===== config.mk =====
export PLATFORM = sky130hd
export DESIGN_NAME = strload_seq
export DESIGN_NICKNAME = d
export VERILOG_FILES = /design/src/rtl/strload_pkg.sv /design/src/rtl/strload_ctl.sv /design/src/rtl/strload_dp.sv /design/src/rtl/strload_seq.sv
export SDC_FILE = /design/constraint.sdc
export NUM_CORES = 1
export LEC_CHECK = 0
export BUFFER_PORTS_ARGS = -buffer_cell sky130_fd_sc_hd__clkbuf_2
export CORE_MARGIN = 2
export CORE_UTILIZATION = 45
export DETAILED_ROUTE_END_ITERATION = 8
export GPL_ROUTABILITY_DRIVEN = 0
export PLACE_DENSITY_LB_ADDON = 0.15
export REMOVE_ABC_BUFFERS = 1
export SETUP_SLACK_MARGIN = 0.02
export SLEW_MARGIN = 20
export SYNTH_ARGS = -nofsm -noshare
export SYNTH_HDL_FRONTEND = slang
export SYNTH_SLANG_ARGS = --single-unit

===== constraint.sdc =====
create_clock -name clk -period 2.8 [get_ports clk]
set_input_delay 0 -clock clk [delete_from_list [all_inputs] [get_ports clk]]
set_output_delay 0 -clock clk [all_outputs]
set_load 0.02 [all_outputs]

===== src/rtl/strload_pkg.sv =====
package strload_pkg;

  // Control-to-datapath strobes, one cycle each
  typedef struct packed {
    logic load;      // capture the operands
    logic wrMem;     // write the extended memory item
    logic wrZero;    // write zero for an inactive element
    logic nextItem;  // step to the next register of the structure
    logic nextElem;  // step to the next element
    logic finish;    // last write of the load
  } seqStrobe_t;

  typedef enum logic [2:0] {
    S_IDLE, S_EVAL, S_REQ, S_WAIT, S_ZERO
  } seqState_t;

  // Extend an item of size code iSz to 64 bits, then clip it to element size code eSz
  function automatic logic [63:0] extendItem(input logic [63:0] raw,
                                             input logic [1:0] iSz,
                                             input logic sgn,
                                             input logic [1:0] eSz);
    logic [63:0] v;
    logic [63:0] m;
    case (iSz)
      2'd0:    v = {{56{sgn & raw[7]}}, raw[7:0]};
      2'd1:    v = {{48{sgn & raw[15]}}, raw[15:0]};
      2'd2:    v = {{32{sgn & raw[31]}}, raw[31:0]};
      default: v = raw;
    endcase
    case (eSz)
      2'd0:    m = 64'h0000_0000_0000_00FF;
      2'd1:    m = 64'h0000_0000_0000_FFFF;
      2'd2:    m = 64'h0000_0000_FFFF_FFFF;
      default: m = '1;
    endcase
    return v & m;
  endfunction

endpackage


===== src/rtl/strload_ctl.sv =====
module strload_ctl
  import strload_pkg::*;
(
  input  logic       clk,
  input  logic       rstN,
  input  logic       startPulse,
  input  logic       memReqReady,
  input  logic       memRspValid,
  input  logic       isActive,
  input  logic       lastItem,
  input  logic       lastElem,
  output seqStrobe_t strobe,
  output logic       memReqValid,
  output logic       busy
);

  seqState_t state, nextState;
  logic      stepping;

  always_ff @(posedge clk) begin
    if (!rstN) state <= S_IDLE;
    else       state <= nextState;
  end

  always_comb begin
    strobe      = '0;
    nextState   = state;
    memReqValid = 1'b0;
    stepping    = 1'b0;
    case (state)
      S_IDLE: if (startPulse) begin
        strobe.load = 1'b1;
        nextState   = S_EVAL;
      end
      S_EVAL: nextState = isActive ? S_REQ : S_ZERO;
      S_REQ: begin
        memReqValid = 1'b1;
        if (memReqReady) nextState = S_WAIT;
      end
      S_WAIT: if (memRspValid) begin
        strobe.wrMem = 1'b1;
        stepping     = 1'b1;
      end
      S_ZERO: begin
        strobe.wrZero = 1'b1;
        stepping      = 1'b1;
      end
      default: nextState = S_IDLE;
    endcase
    if (stepping) begin
      if (!lastItem) begin
        strobe.nextItem = 1'b1;
        nextState       = (state == S_WAIT) ? S_REQ : S_ZERO;
      end else if (!lastElem) begin
        strobe.nextElem = 1'b1;
        nextState       = S_EVAL;
      end else begin
        strobe.finish = 1'b1;
        nextState     = S_IDLE;
      end
    end
  end

  assign busy = (state != S_IDLE);

endmodule


===== src/rtl/strload_dp.sv =====
module strload_dp
  import strload_pkg::*;
#(
  parameter int VEC_BYTES = 16,
  parameter int ADDR_W    = 32,
  parameter int REG_COUNT = 32,
  localparam int REG_W    = $clog2(REG_COUNT),
  localparam int IDX_W    = $clog2(VEC_BYTES)
) (
  input  logic                 clk,
  input  logic                 rstN,
  input  seqStrobe_t           strobe,
  input  logic [ADDR_W-1:0]    startAddr,
  input  logic [1:0]           itemSize,
  input  logic                 itemSigned,
  input  logic [1:0]           elemSize,
  input  logic [1:0]           regCountM1,
  input  logic [REG_W-1:0]     firstReg,
  input  logic [VEC_BYTES-1:0] predBits,
  input  logic [63:0]          memRspData,
  output logic                 isActive,
  output logic                 lastItem,
  output logic                 lastElem,
  output logic [ADDR_W-1:0]    memReqAddr,
  output logic [1:0]           memReqSize,
  output logic                 rfWrEn,
  output logic [REG_W-1:0]     rfWrReg,
  output logic [IDX_W-1:0]     rfWrIdx,
  output logic [1:0]           rfWrSize,
  output logic [63:0]          rfWrData,
  output logic                 done
);

  logic [ADDR_W-1:0]    elemAddr;
  logic [1:0]           itemCnt;
  logic [IDX_W-1:0]     elemIdx;
  logic [1:0]           itemSzQ, elemSzQ, nregQ;
  logic                 signQ;
  logic [REG_W-1:0]     firstRegQ;
  logic [VEC_BYTES-1:0] predQ;

  logic [IDX_W-1:0]     bytePos;
  logic [IDX_W:0]       elemTotal;
  logic [ADDR_W-1:0]    stride;

  assign bytePos    = elemIdx << elemSzQ;
  assign isActive   = predQ[bytePos];
  assign elemTotal  = (IDX_W+1)'(VEC_BYTES) >> elemSzQ;
  assign lastElem   = ({1'b0, elemIdx} == elemTotal - 1'b1);
  assign lastItem   = (itemCnt == nregQ);
  assign stride     = ADDR_W'({1'b0, nregQ} + 3'd1) << itemSzQ;
  assign memReqAddr = elemAddr + (ADDR_W'(itemCnt) << itemSzQ);
  assign memReqSize = itemSzQ;

  // Operand capture and walk state
  always_ff @(posedge clk) begin
    if (!rstN) begin
      elemAddr  <= '0;
      itemCnt   <= '0;
      elemIdx   <= '0;
      itemSzQ   <= '0;
      elemSzQ   <= '0;
      nregQ     <= '0;
      signQ     <= 1'b0;
      firstRegQ <= '0;
      predQ     <= '0;
    end else if (strobe.load) begin
      elemAddr  <= startAddr;
      itemCnt   <= '0;
      elemIdx   <= '0;
      itemSzQ   <= itemSize;
      elemSzQ   <= elemSize;
      nregQ     <= regCountM1;
      signQ     <= itemSigned;
      firstRegQ <= firstReg;
      predQ     <= predBits;
    end else if (strobe.nextItem) begin
      itemCnt <= itemCnt + 2'd1;
    end else if (strobe.nextElem) begin
      itemCnt  <= '0;
      elemIdx  <= elemIdx + 1'b1;
      elemAddr <= elemAddr + stride;
    end
  end

  // Registered register-file write port and completion pulse
  always_ff @(posedge clk) begin
    if (!rstN) begin
      rfWrEn   <= 1'b0;
      rfWrReg  <= '0;
      rfWrIdx  <= '0;
      rfWrSize <= '0;
      rfWrData <= '0;
      done     <= 1'b0;
    end else begin
      rfWrEn <= strobe.wrMem | strobe.wrZero;
      done   <= strobe.finish;
      if (strobe.wrMem | strobe.wrZero) begin
        rfWrReg  <= firstRegQ + REG_W'(itemCnt);
        rfWrIdx  <= elemIdx;
        rfWrSize <= elemSzQ;
        rfWrData <= strobe.wrMem ? extendItem(memRspData, itemSzQ, signQ, elemSzQ) : '0;
      end
    end
  end

endmodule


===== src/rtl/strload_seq.sv =====
module strload_seq
  import strload_pkg::*;
#(
  parameter int VEC_BYTES = 16,
  parameter int ADDR_W    = 32,
  parameter int REG_COUNT = 32,
  localparam int REG_W    = $clog2(REG_COUNT),
  localparam int IDX_W    = $clog2(VEC_BYTES)
) (
  input  logic                 clk,
  input  logic                 rstN,
  input  logic                 startPulse,
  input  logic [ADDR_W-1:0]    startAddr,
  input  logic [1:0]           itemSize,
  input  logic                 itemSigned,
  input  logic [1:0]           elemSize,
  input  logic [1:0]           regCountM1,
  input  logic [REG_W-1:0]     firstReg,
  input  logic [VEC_BYTES-1:0] predBits,
  output logic                 memReqValid,
  input  logic                 memReqReady,
  output logic [ADDR_W-1:0]    memReqAddr,
  output logic [1:0]           memReqSize,
  input  logic                 memRspValid,
  input  logic [63:0]          memRspData,
  output logic                 rfWrEn,
  output logic [REG_W-1:0]     rfWrReg,
  output logic [IDX_W-1:0]     rfWrIdx,
  output logic [1:0]           rfWrSize,
  output logic [63:0]          rfWrData,
  output logic                 busy,
  output logic                 done
);

  seqStrobe_t strobe;
  logic       isActive, lastItem, lastElem;

  strload_ctl i_ctl (
    .clk(clk), .rstN(rstN), .startPulse(startPulse),
    .memReqReady(memReqReady), .memRspValid(memRspValid),
    .isActive(isActive), .lastItem(lastItem), .lastElem(lastElem),
    .strobe(strobe), .memReqValid(memReqValid), .busy(busy)
  );

  strload_dp #(.VEC_BYTES(VEC_BYTES), .ADDR_W(ADDR_W), .REG_COUNT(REG_COUNT)) i_dp (
    .clk(clk), .rstN(rstN), .strobe(strobe),
    .startAddr(startAddr), .itemSize(itemSize), .itemSigned(itemSigned),
    .elemSize(elemSize), .regCountM1(regCountM1), .firstReg(firstReg),
    .predBits(predBits), .memRspData(memRspData),
    .isActive(isActive), .lastItem(lastItem), .lastElem(lastElem),
    .memReqAddr(memReqAddr), .memReqSize(memReqSize),
    .rfWrEn(rfWrEn), .rfWrReg(rfWrReg), .rfWrIdx(rfWrIdx),
    .rfWrSize(rfWrSize), .rfWrData(rfWrData), .done(done)
  );

endmodule


==> results of run 1 <==
layout by cell type (no fill, tap or decap), types with 5 or more instances in the layout:
cell type	Yosys	layout
sky130_fd_sc_hd__clkbuf_2	0	216
sky130_fd_sc_hd__nand2_1	166	161
sky130_fd_sc_hd__dfxtp_1	146	141
sky130_fd_sc_hd__dlygate4sd3_1	0	125
sky130_fd_sc_hd__o21ai_0	94	89
sky130_fd_sc_hd__buf_4	0	83
sky130_fd_sc_hd__a21boi_0	69	69
sky130_fd_sc_hd__a21oi_1	74	67
sky130_fd_sc_hd__xnor2_1	37	28
sky130_fd_sc_hd__nor2_1	33	27
sky130_fd_sc_hd__nor2b_1	28	26
sky130_fd_sc_hd__xor2_1	24	22
sky130_fd_sc_hd__nand3_1	24	19
sky130_fd_sc_hd__inv_1	23	18
sky130_fd_sc_hd__nand4_1	18	18
sky130_fd_sc_hd__and2_1	18	18
sky130_fd_sc_hd__clkbuf_16	0	17
sky130_fd_sc_hd__ha_1	16	12
sky130_fd_sc_hd__nor3_1	18	11
sky130_fd_sc_hd__buf_6	0	10
sky130_fd_sc_hd__and3_1	9	9
sky130_fd_sc_hd__xnor2_2	0	9
sky130_fd_sc_hd__a22oi_1	8	8
sky130_fd_sc_hd__nand2b_1	7	7
sky130_fd_sc_hd__a21o_1	7	7
sky130_fd_sc_hd__inv_2	0	5
sky130_fd_sc_hd__nor3_4	0	5
sky130_fd_sc_hd__o211a_1	5	5
sky130_fd_sc_hd__o221ai_1	5	5
sky130_fd_sc_hd__clkinv_4	0	5
final cells by class:
type	instances	share of cell area, %
tap	225	2.33
multi-input combinational	749	41.9
inverter	23	0.715
antenna	1	0.0207
timing repair buffer	437	25.8
clock buffer	18	3.64
sequential	146	24.3
clock inverter	14	1.27
cell families after synthesis:
family                     Yosys count  synth area share (%)
xor gates and xnor gates            61                  6.81
DFF                                146                  37.3
AOI/OAI and AO/OA                  301                  23.8
buffers and inverters              102                  4.99
and+or+nand+nor                    361                  22.9
muxes                                6                 0.941
adders and majority gates           19                  3.32
state kept, by name, indices dropped and copies added, names as in the netlist, 2 cells and up:
| signal | flops |
|---|---|
| i_dp.rfWrIdx | 4 |
| i_dp.predQ | 16 |
| i_dp.elemIdx | 4 |
| i_dp.rfWrSize | 2 |
| i_dp.rfWrReg | 5 |
| i_ctl.state | 3 |
| i_dp.memReqSize | 2 |
| i_dp.rfWrData | 64 |
| i_dp.nregQ | 2 |
| i_dp.elemSzQ | 2 |
| i_dp.elemAddr | 32 |
| i_dp.itemCnt | 2 |
| i_dp.firstRegQ | 5 |
worst max-delay path, cell delays in order (launching register included):
cell                      delay, ns
sky130_fd_sc_hd__dfxtp_2       0.34
sky130_fd_sc_hd__ha_4          0.25
sky130_fd_sc_hd__inv_2         0.04
sky130_fd_sc_hd__mux2i_1       0.08
sky130_fd_sc_hd__a22o_1        0.23
sky130_fd_sc_hd__ha_1          0.31
sky130_fd_sc_hd__o21ai_2       0.07
sky130_fd_sc_hd__or3_4         0.41
sky130_fd_sc_hd__a21bo_4       0.24
sky130_fd_sc_hd__nor4_2        0.27
sky130_fd_sc_hd__buf_4         0.18
sky130_fd_sc_hd__nor2_2        0.03
sky130_fd_sc_hd__o31a_1        0.29
routing by layer:
layer / vias to the layer above / GRT usage, % / part of all wire (%)
met4: 0 / 10.1 / 3.3
met3: 70 / 4.59 / 5.8
li1: 4229 / - / -
met1: 4075 / 34.1 / 43
met5: - / 0 / 0
met2: 331 / 43.8 / 48
timing repair:
action,4_1_cts,5_1_grt
cloned,0,2
endpoints found under the setup margin,30,47
hold buffers,124,1
endpoints found under the hold margin,124,1
gates resized for setup,37,135
pin swaps,13,47
buffers inserted,7,14
path summary, 6_finish.rpt:
path,startpoint,end,cells past startpoint,slack (ns)
max,i_dp.nregQ[1],i_dp.elemAddr[19],12,-0.07
max reg2reg,i_dp.nregQ[1],i_dp.elemAddr[19],12,-0.07
min,memRspData[13],i_dp.rfWrData[13],5,0.04
min reg2reg,i_dp.rfWrData[53],i_dp.rfWrData[53],2,0.46
metrics by stage:
step | hold slack (ns) | area, um^2 | cells | setup TNS (ns)
after floorplan | 0.122 | 7540 | 917 | -153.40
after global placement | 0.235 | 9440 | 1432 | 0
after detailed placement | 0.241 | 9440 | 1432 | -0.0847
after CTS | 0.00877 | 11400 | 1595 | -0.00260
after global routing | 0.0583 | 12100 | 1612 | -2.77
final | 0.0447 | 12100 | 1613 | -0.149
power by group:
part / switching, W / internal [W]
Combinational: 0.000818 / 0.000704
Sequential: 0.000186 / 0.00221
Clock: 0.000943 / 0.00135
==> flow_results.xml, run 1 <==
<?xml version="1.0" encoding="UTF-8"?>
<metrics>
  <group name="logic_synthesis">
    <metric name="synthTopCellsByCount" unit="">166 x sky130_fd_sc_hd__nand2_1, 146 x sky130_fd_sc_hd__dfxtp_1, 94 x sky130_fd_sc_hd__o21ai_0</metric>
    <metric name="synth_cell_types" unit="">66</metric>
    <metric name="post-synth-top-count-cell" unit="">sky130_fd_sc_hd__nand2_1</metric>
    <metric name="synth_async_sr_flop_share" unit="%">0</metric>
    <metric name="synth_sequential_area_ratio" unit="%">37.3</metric>
    <metric name="mean_syn_cell_area" unit="um^2">7.88</metric>
    <metric name="synth_largest_area_cell" unit="">sky130_fd_sc_hd__dfxtp_1</metric>
    <metric name="ys_ff_latch" unit="">146</metric>
    <metric name="synth.yosys.warnings" unit="">0</metric>
    <metric name="synth-edff-count" unit="">0</metric>
    <metric name="postSynthCellCount" unit="">996</metric>
    <metric name="syn-cell-area" unit="um^2">7840</metric>
    <metric name="post_synth_main_area_contributors" unit="">sky130_fd_sc_hd__dfxtp_1 37%, sky130_fd_sc_hd__nand2_1 7.9%, sky130_fd_sc_hd__a21boi_0 6.6%</metric>
    <metric name="synth.top_cell.area_share" unit="%">37.3</metric>
    <metric name="synth_ff_type" unit="">sky130_fd_sc_hd__dfxtp_1</metric>
  </group>
  <group name="die">
    <metric name="horizontal_die_dimension" unit="um">136</metric>
    <metric name="io-pin-count" unit="">242</metric>
    <metric name="die-area" unit="um^2">18500</metric>
    <metric name="initial_standard_cell_utilization_of_the_core" unit="%">45.7</metric>
    <metric name="rows" unit="">48</metric>
    <metric name="design.core.area" unit="um^2">17200</metric>
    <metric name="die_y" unit="um">136</metric>
  </group>
  <group name="cts">
    <metric name="htree_levels" unit="">4</metric>
    <metric name="worst_setup_hold_path_clk_slew" unit="ns">0.06</metric>
    <metric name="tritoncts_clock_tree" unit="">built</metric>
    <metric name="ctsLongestPathBuffers" unit="">2</metric>
    <metric name="cts.sinks" unit="">146</metric>
    <metric name="insertion_delay" unit="ns">0.42</metric>
    <metric name="cts-buffers-inserted" unit="">17</metric>
    <metric name="clockRootBuffer" unit="">sky130_fd_sc_hd__clkbuf_16</metric>
  </group>
  <group name="sta">
    <metric name="post-route-min-period" unit="ns">2.87</metric>
    <metric name="final.setup_skew" unit="ns">0.00860</metric>
    <metric name="worst-slew-pin-transition" unit="ns">0.793</metric>
    <metric name="fmax" unit="GHz">0.348</metric>
    <metric name="setup_violations" unit="">9</metric>
    <metric name="rsz_0062_raised_after_global_routing" unit="">yes</metric>
    <metric name="normalized_max_slew_margin" unit="%">47.2</metric>
    <metric name="final_hold_viol_count" unit="">0</metric>
    <metric name="final_min_period_over_clock_period" unit="%">103</metric>
    <metric name="timing_max_transition_violations_final" unit="">0</metric>
    <metric name="setup_slack" unit="ns">-0.0716</metric>
  </group>
  <group name="setup_path">
    <metric name="timing.critical_path.to_type" unit="">flip-flop</metric>
    <metric name="worstPathRequired" unit="ns">3.10</metric>
    <metric name="cp.arrival" unit="ns">3.17</metric>
    <metric name="setup.worst_path.class" unit="">flip-flop to flip-flop</metric>
    <metric name="worst-path-max-fanout" unit="">4</metric>
    <metric name="worstSetupStartpointType" unit="">flip-flop</metric>
  </group>
  <group name="global_route">
    <metric name="antenna_violations_before_repair" unit="">0</metric>
    <metric name="maximum_number_of_pins_on_one_net_before_global_route_repair" unit="">73</metric>
    <metric name="global_route.usage.total" unit="%">26.4</metric>
    <metric name="grt_remaining_overflow" unit="">0</metric>
    <metric name="grt_first_pass_wirelength" unit="um">39400</metric>
    <metric name="vias_in_the_first_global_route" unit="">8165</metric>
  </group>
  <group name="drt">
    <metric name="route.detailed.vias_per_inst" unit="">5.40</metric>
    <metric name="detail_route.iter0.violations" unit="">554</metric>
    <metric name="dr_total_vias" unit="">8705</metric>
    <metric name="wl_final" unit="um">25900</metric>
    <metric name="drcViolationCount" unit="">0</metric>
    <metric name="firstDrtPassIters" unit="">5</metric>
    <metric name="wl_cell" unit="um">16.1</metric>
    <metric name="drt.antenna.violating_nets" unit="">0</metric>
  </group>
  <group name="run_status">
    <metric name="failed_checks" unit="">negative setup slack</metric>
    <metric name="status" unit="">finished with violations</metric>
  </group>
  <group name="placement">
    <metric name="hpwl" unit="um">16200</metric>
    <metric name="place_worst_setup_slack" unit="ns">-0.0444</metric>
    <metric name="placement.io_buffers" unit="">241</metric>
  </group>
  <group name="final_layout">
    <metric name="layout.filler_cells" unit="">1362</metric>
    <metric name="synthToLayoutAreaGrowth" unit="%">53.9</metric>
    <metric name="finalCoreUtilization" unit="%">70.3</metric>
    <metric name="multi_input_comb_area" unit="um^2">5060</metric>
    <metric name="sequential_cell_area" unit="um^2">2930</metric>
    <metric name="final_layout_size_suffix_gt1_share" unit="%">31.3</metric>
    <metric name="nets_final" unit="">1522</metric>
  </group>
  <group name="power_and_ir_drop">
    <metric name="vdd_ir_drop_max" unit="mV">0.450</metric>
    <metric name="leakage" unit="nW">5.11</metric>
    <metric name="report.power.total" unit="W">0.00621</metric>
    <metric name="power-per-cell-area" unit="nW/um^2">515</metric>
  </group>
  <group name="hold_path">
    <metric name="worst_hold_path_type" unit="">input port to flip-flop</metric>
  </group>
  <group name="run">
    <metric name="cap_violations" unit="">0</metric>
  </group>
</metrics>
(Power assumes the default switching activity.)
==> inputs of run 2 (changes only) <==
--- a/config.mk
+++ b/config.mk
@@ -10,6 +10,7 @@
 export CORE_UTILIZATION = 45
 export DETAILED_ROUTE_END_ITERATION = 8
 export GPL_ROUTABILITY_DRIVEN = 0
+export MAX_ROUTING_LAYER = met4
 export PLACE_DENSITY_LB_ADDON = 0.15
 export REMOVE_ABC_BUFFERS = 1
 export SETUP_SLACK_MARGIN = 0.02
==> flow_results.xml, run 2 (synthesis results as in run 1) <==
<?xml version="1.0" encoding="UTF-8"?>
<metrics>
  <group name="run_status">
    <metric name="status" unit="">finished with violations</metric>
    <metric name="failed_checks" unit="">negative setup slack</metric>
  </group>
  <group name="final_layout">
    <metric name="multi_input_comb_area" unit="um^2">5060</metric>
    <metric name="most-common-layout-cells" unit="">216 x sky130_fd_sc_hd__clkbuf_2, 161 x sky130_fd_sc_hd__nand2_1, 141 x sky130_fd_sc_hd__dfxtp_1</metric>
    <metric name="register_containing_the_most_flip_flops_in_the_final_layout" unit="">i_dp.rfWrData</metric>
    <metric name="synthToLayoutAreaGrowth" unit="%">53.9</metric>
    <metric name="sequential_cell_area" unit="um^2">2930</metric>
    <metric name="layout.cells.most_common" unit="">sky130_fd_sc_hd__clkbuf_2</metric>
    <metric name="nets_final" unit="">1522</metric>
    <metric name="reg_top3" unit="">i_dp.rfWrData x64, i_dp.elemAddr x32, i_dp.predQ x16</metric>
    <metric name="layout.filler_cells" unit="">1362</metric>
    <metric name="finalNonFillerCells" unit="">1613</metric>
    <metric name="largest_register_ff_count" unit="">64</metric>
    <metric name="final_layout_size_suffix_gt1_share" unit="%">31.3</metric>
  </group>
  <group name="drt">
    <metric name="dr_total_vias" unit="">8710</metric>
    <metric name="firstDrtPassIters" unit="">5</metric>
    <metric name="route.detailed.vias_per_inst" unit="">5.40</metric>
    <metric name="drt.antenna.violating_nets" unit="">0</metric>
    <metric name="wl_final" unit="um">25900</metric>
    <metric name="detail_route.iter0.violations" unit="">575</metric>
    <metric name="wl_cell" unit="um">16.1</metric>
    <metric name="drcViolationCount" unit="">0</metric>
  </group>
  <group name="cts">
    <metric name="htree_levels" unit="">4</metric>
    <metric name="cts.sinks" unit="">146</metric>
    <metric name="cts-buffers-inserted" unit="">17</metric>
    <metric name="tritoncts_clock_tree" unit="">built</metric>
    <metric name="worst_setup_hold_path_clk_slew" unit="ns">0.06</metric>
    <metric name="clockRootBuffer" unit="">sky130_fd_sc_hd__clkbuf_16</metric>
    <metric name="insertion_delay" unit="ns">0.42</metric>
    <metric name="ctsLongestPathBuffers" unit="">2</metric>
  </group>
  <group name="global_route">
    <metric name="met1_track_utilization_from_global_routing" unit="%">34.4</metric>
    <metric name="gr-usage-met3" unit="%">4.14</metric>
    <metric name="antenna_violations_before_repair" unit="">0</metric>
    <metric name="vias_in_the_first_global_route" unit="">8169</metric>
    <metric name="grt_first_pass_wirelength" unit="um">39200</metric>
    <metric name="grt_remaining_overflow" unit="">0</metric>
    <metric name="gr-max-usage-layer" unit="">met2</metric>
    <metric name="grtUsageMet2" unit="%">43.6</metric>
    <metric name="global_route.usage.total" unit="%">27.1</metric>
    <metric name="maximum_number_of_pins_on_one_net_before_global_route_repair" unit="">73</metric>
  </group>
  <group name="power_and_ir_drop">
    <metric name="leakage" unit="nW">5.11</metric>
    <metric name="power-per-cell-area" unit="nW/um^2">515</metric>
    <metric name="vdd_ir_drop_max" unit="mV">0.450</metric>
  </group>
  <group name="placement">
    <metric name="hpwl" unit="um">16200</metric>
    <metric name="place.detailed.instances" unit="">1432</metric>
    <metric name="place_worst_setup_slack" unit="ns">-0.0444</metric>
    <metric name="placement.io_buffers" unit="">241</metric>
  </group>
  <group name="setup_path">
    <metric name="worstSetupStartpointType" unit="">flip-flop</metric>
    <metric name="setup.worst_path.class" unit="">flip-flop to flip-flop</metric>
    <metric name="worst_path_dominant_cell_family" unit="">compound AO/OA/AOI/OAI gates</metric>
    <metric name="timing.critical_path.to_type" unit="">flip-flop</metric>
    <metric name="path_cells" unit="">ha_4 &gt; inv_2 &gt; mux2i_1 &gt; a22o_1 &gt; ha_1 &gt; o21ai_2 &gt; or3_4 &gt; a21bo_4 &gt; nor4_2 &gt; buf_4 &gt; nor2_2 &gt; o31a_1</metric>
    <metric name="worst_r2r_startpoint" unit="">i_dp.nregQ[1]</metric>
    <metric name="worstRegToRegCells" unit="">12</metric>
    <metric name="cp.arrival" unit="ns">3.15</metric>
    <metric name="worstPathRequired" unit="ns">3.10</metric>
    <metric name="timing.critical_path.buf_inv" unit="">2</metric>
    <metric name="crit_path_max_incr_delay" unit="ns">0.40</metric>
    <metric name="critical_path.slowest_cell" unit="">sky130_fd_sc_hd__or3_4</metric>
    <metric name="worst-path-max-fanout" unit="">4</metric>
    <metric name="timing.critical_path.depth" unit="">12</metric>
    <metric name="critPathLaunch" unit="">i_dp.nregQ[1]</metric>
  </group>
  <group name="hold_path">
    <metric name="hold_path.startpoint" unit="">memRspData[13]</metric>
    <metric name="worst_hold_path_type" unit="">input port to flip-flop</metric>
    <metric name="worstHoldPathCells" unit="">5</metric>
  </group>
  <group name="die">
    <metric name="die_y" unit="um">136</metric>
    <metric name="rows" unit="">48</metric>
    <metric name="horizontal_die_dimension" unit="um">136</metric>
    <metric name="design.core.area" unit="um^2">17200</metric>
    <metric name="initial_standard_cell_utilization_of_the_core" unit="%">45.7</metric>
    <metric name="die-area" unit="um^2">18500</metric>
    <metric name="io-pin-count" unit="">242</metric>
  </group>
  <group name="sta">
    <metric name="final.setup_skew" unit="ns">0.00862</metric>
    <metric name="setup_violations" unit="">8</metric>
    <metric name="final_min_period_over_clock_period" unit="%">102</metric>
    <metric name="normalized_max_slew_margin" unit="%">46.5</metric>
    <metric name="fmax" unit="GHz">0.350</metric>
    <metric name="fin_worst_hold_slack" unit="ns">0.0422</metric>
    <metric name="worst-slew-pin-transition" unit="ns">0.803</metric>
    <metric name="rsz_0062_raised_after_global_routing" unit="">yes</metric>
    <metric name="post-route-min-period" unit="ns">2.85</metric>
    <metric name="timing_max_transition_violations_final" unit="">0</metric>
    <metric name="final_hold_viol_count" unit="">0</metric>
    <metric name="setup_slack" unit="ns">-0.0545</metric>
  </group>
  <group name="run">
    <metric name="cap_violations" unit="">0</metric>
  </group>
</metrics>
[run 2: cell counts in the layout (fill, tap and decap cells not counted)]
Identical to the previous run, type by type.
[run 2: worst reg2reg max path: stages, from the launching register on]
cell and delay (ns):
sky130_fd_sc_hd__dfxtp_2 0.34, sky130_fd_sc_hd__ha_4 0.25, sky130_fd_sc_hd__inv_2 0.04, sky130_fd_sc_hd__mux2i_1 0.08
sky130_fd_sc_hd__a22o_1 0.23, sky130_fd_sc_hd__ha_1 0.31, sky130_fd_sc_hd__o21ai_2 0.07, sky130_fd_sc_hd__or3_4 0.41
sky130_fd_sc_hd__a21bo_4 0.24, sky130_fd_sc_hd__nor4_2 0.26, sky130_fd_sc_hd__buf_4 0.18, sky130_fd_sc_hd__nor2_2 0.03
sky130_fd_sc_hd__o31a_1 0.29
[run 2: layout make-up]
cell class	instances	share of cell area, %
Multi-Input combinational cell	749	41.9
Timing Repair Buffer	437	25.8
Sequential cell	146	24.3
Clock buffer	18	3.64
Tap cell	225	2.33
Clock inverter	14	1.27
Inverter	23	0.715
Antenna cell	1	0.0207
[run 2: path summary, 6_finish.rpt]
path / to / slack [ns]
hold reg to reg: i_dp.rfWrData[53] / 0.46
setup reg to reg: i_dp.elemAddr[19] / -0.05
hold / removal: i_dp.rfWrData[13] / 0.04
setup / recovery: i_dp.elemAddr[19] / -0.05
[run 2: metrics by stage]
stage | power, W | utilization (%) | cell area [um^2] | TNS [ns]
2_1_floorplan | 0.00310 | - | 7540 | -153.40
3_3_place_gp | 0.00362 | 54.9 | 9440 | 0
3_5_place_dp | 0.00363 | 54.9 | 9440 | -0.0847
4_1_cts | 0.00609 | 66.6 | 11400 | -0.00260
5_1_grt | 0.00651 | 70.3 | 12100 | -2.73
6_report | 0.00621 | 70.3 | 12100 | -0.121
[run 2: power by group]
part,total (W),switching (W),leakage (nW),internal (W)
clock network,0.00229,0.000943,0.295,0.00135
registers,0.00240,0.000186,1.19,0.00221
logic,0.00152,0.000817,3.62,0.000705
total,0.00621,0.00195,5.11,0.00427
[run 2: layer usage]
layer	up-vias	part of all wire, %
met1	4042	43
met3	71	5.9
met4	0	3.3
met2	369	48
li1	4228	-
met5	-	0
[run 2: repair_timing]
| item | in CTS | in global routing |
|---|---|---|
| endpoints found under the hold margin | 124 | 1 |
| hold buffers | 124 | 1 |
| endpoints found under the setup margin | 30 | 47 |
| cloned | 0 | 2 |
| buffers inserted | 7 | 14 |
| pin swaps | 13 | 47 |
| resized for setup | 37 | 135 |
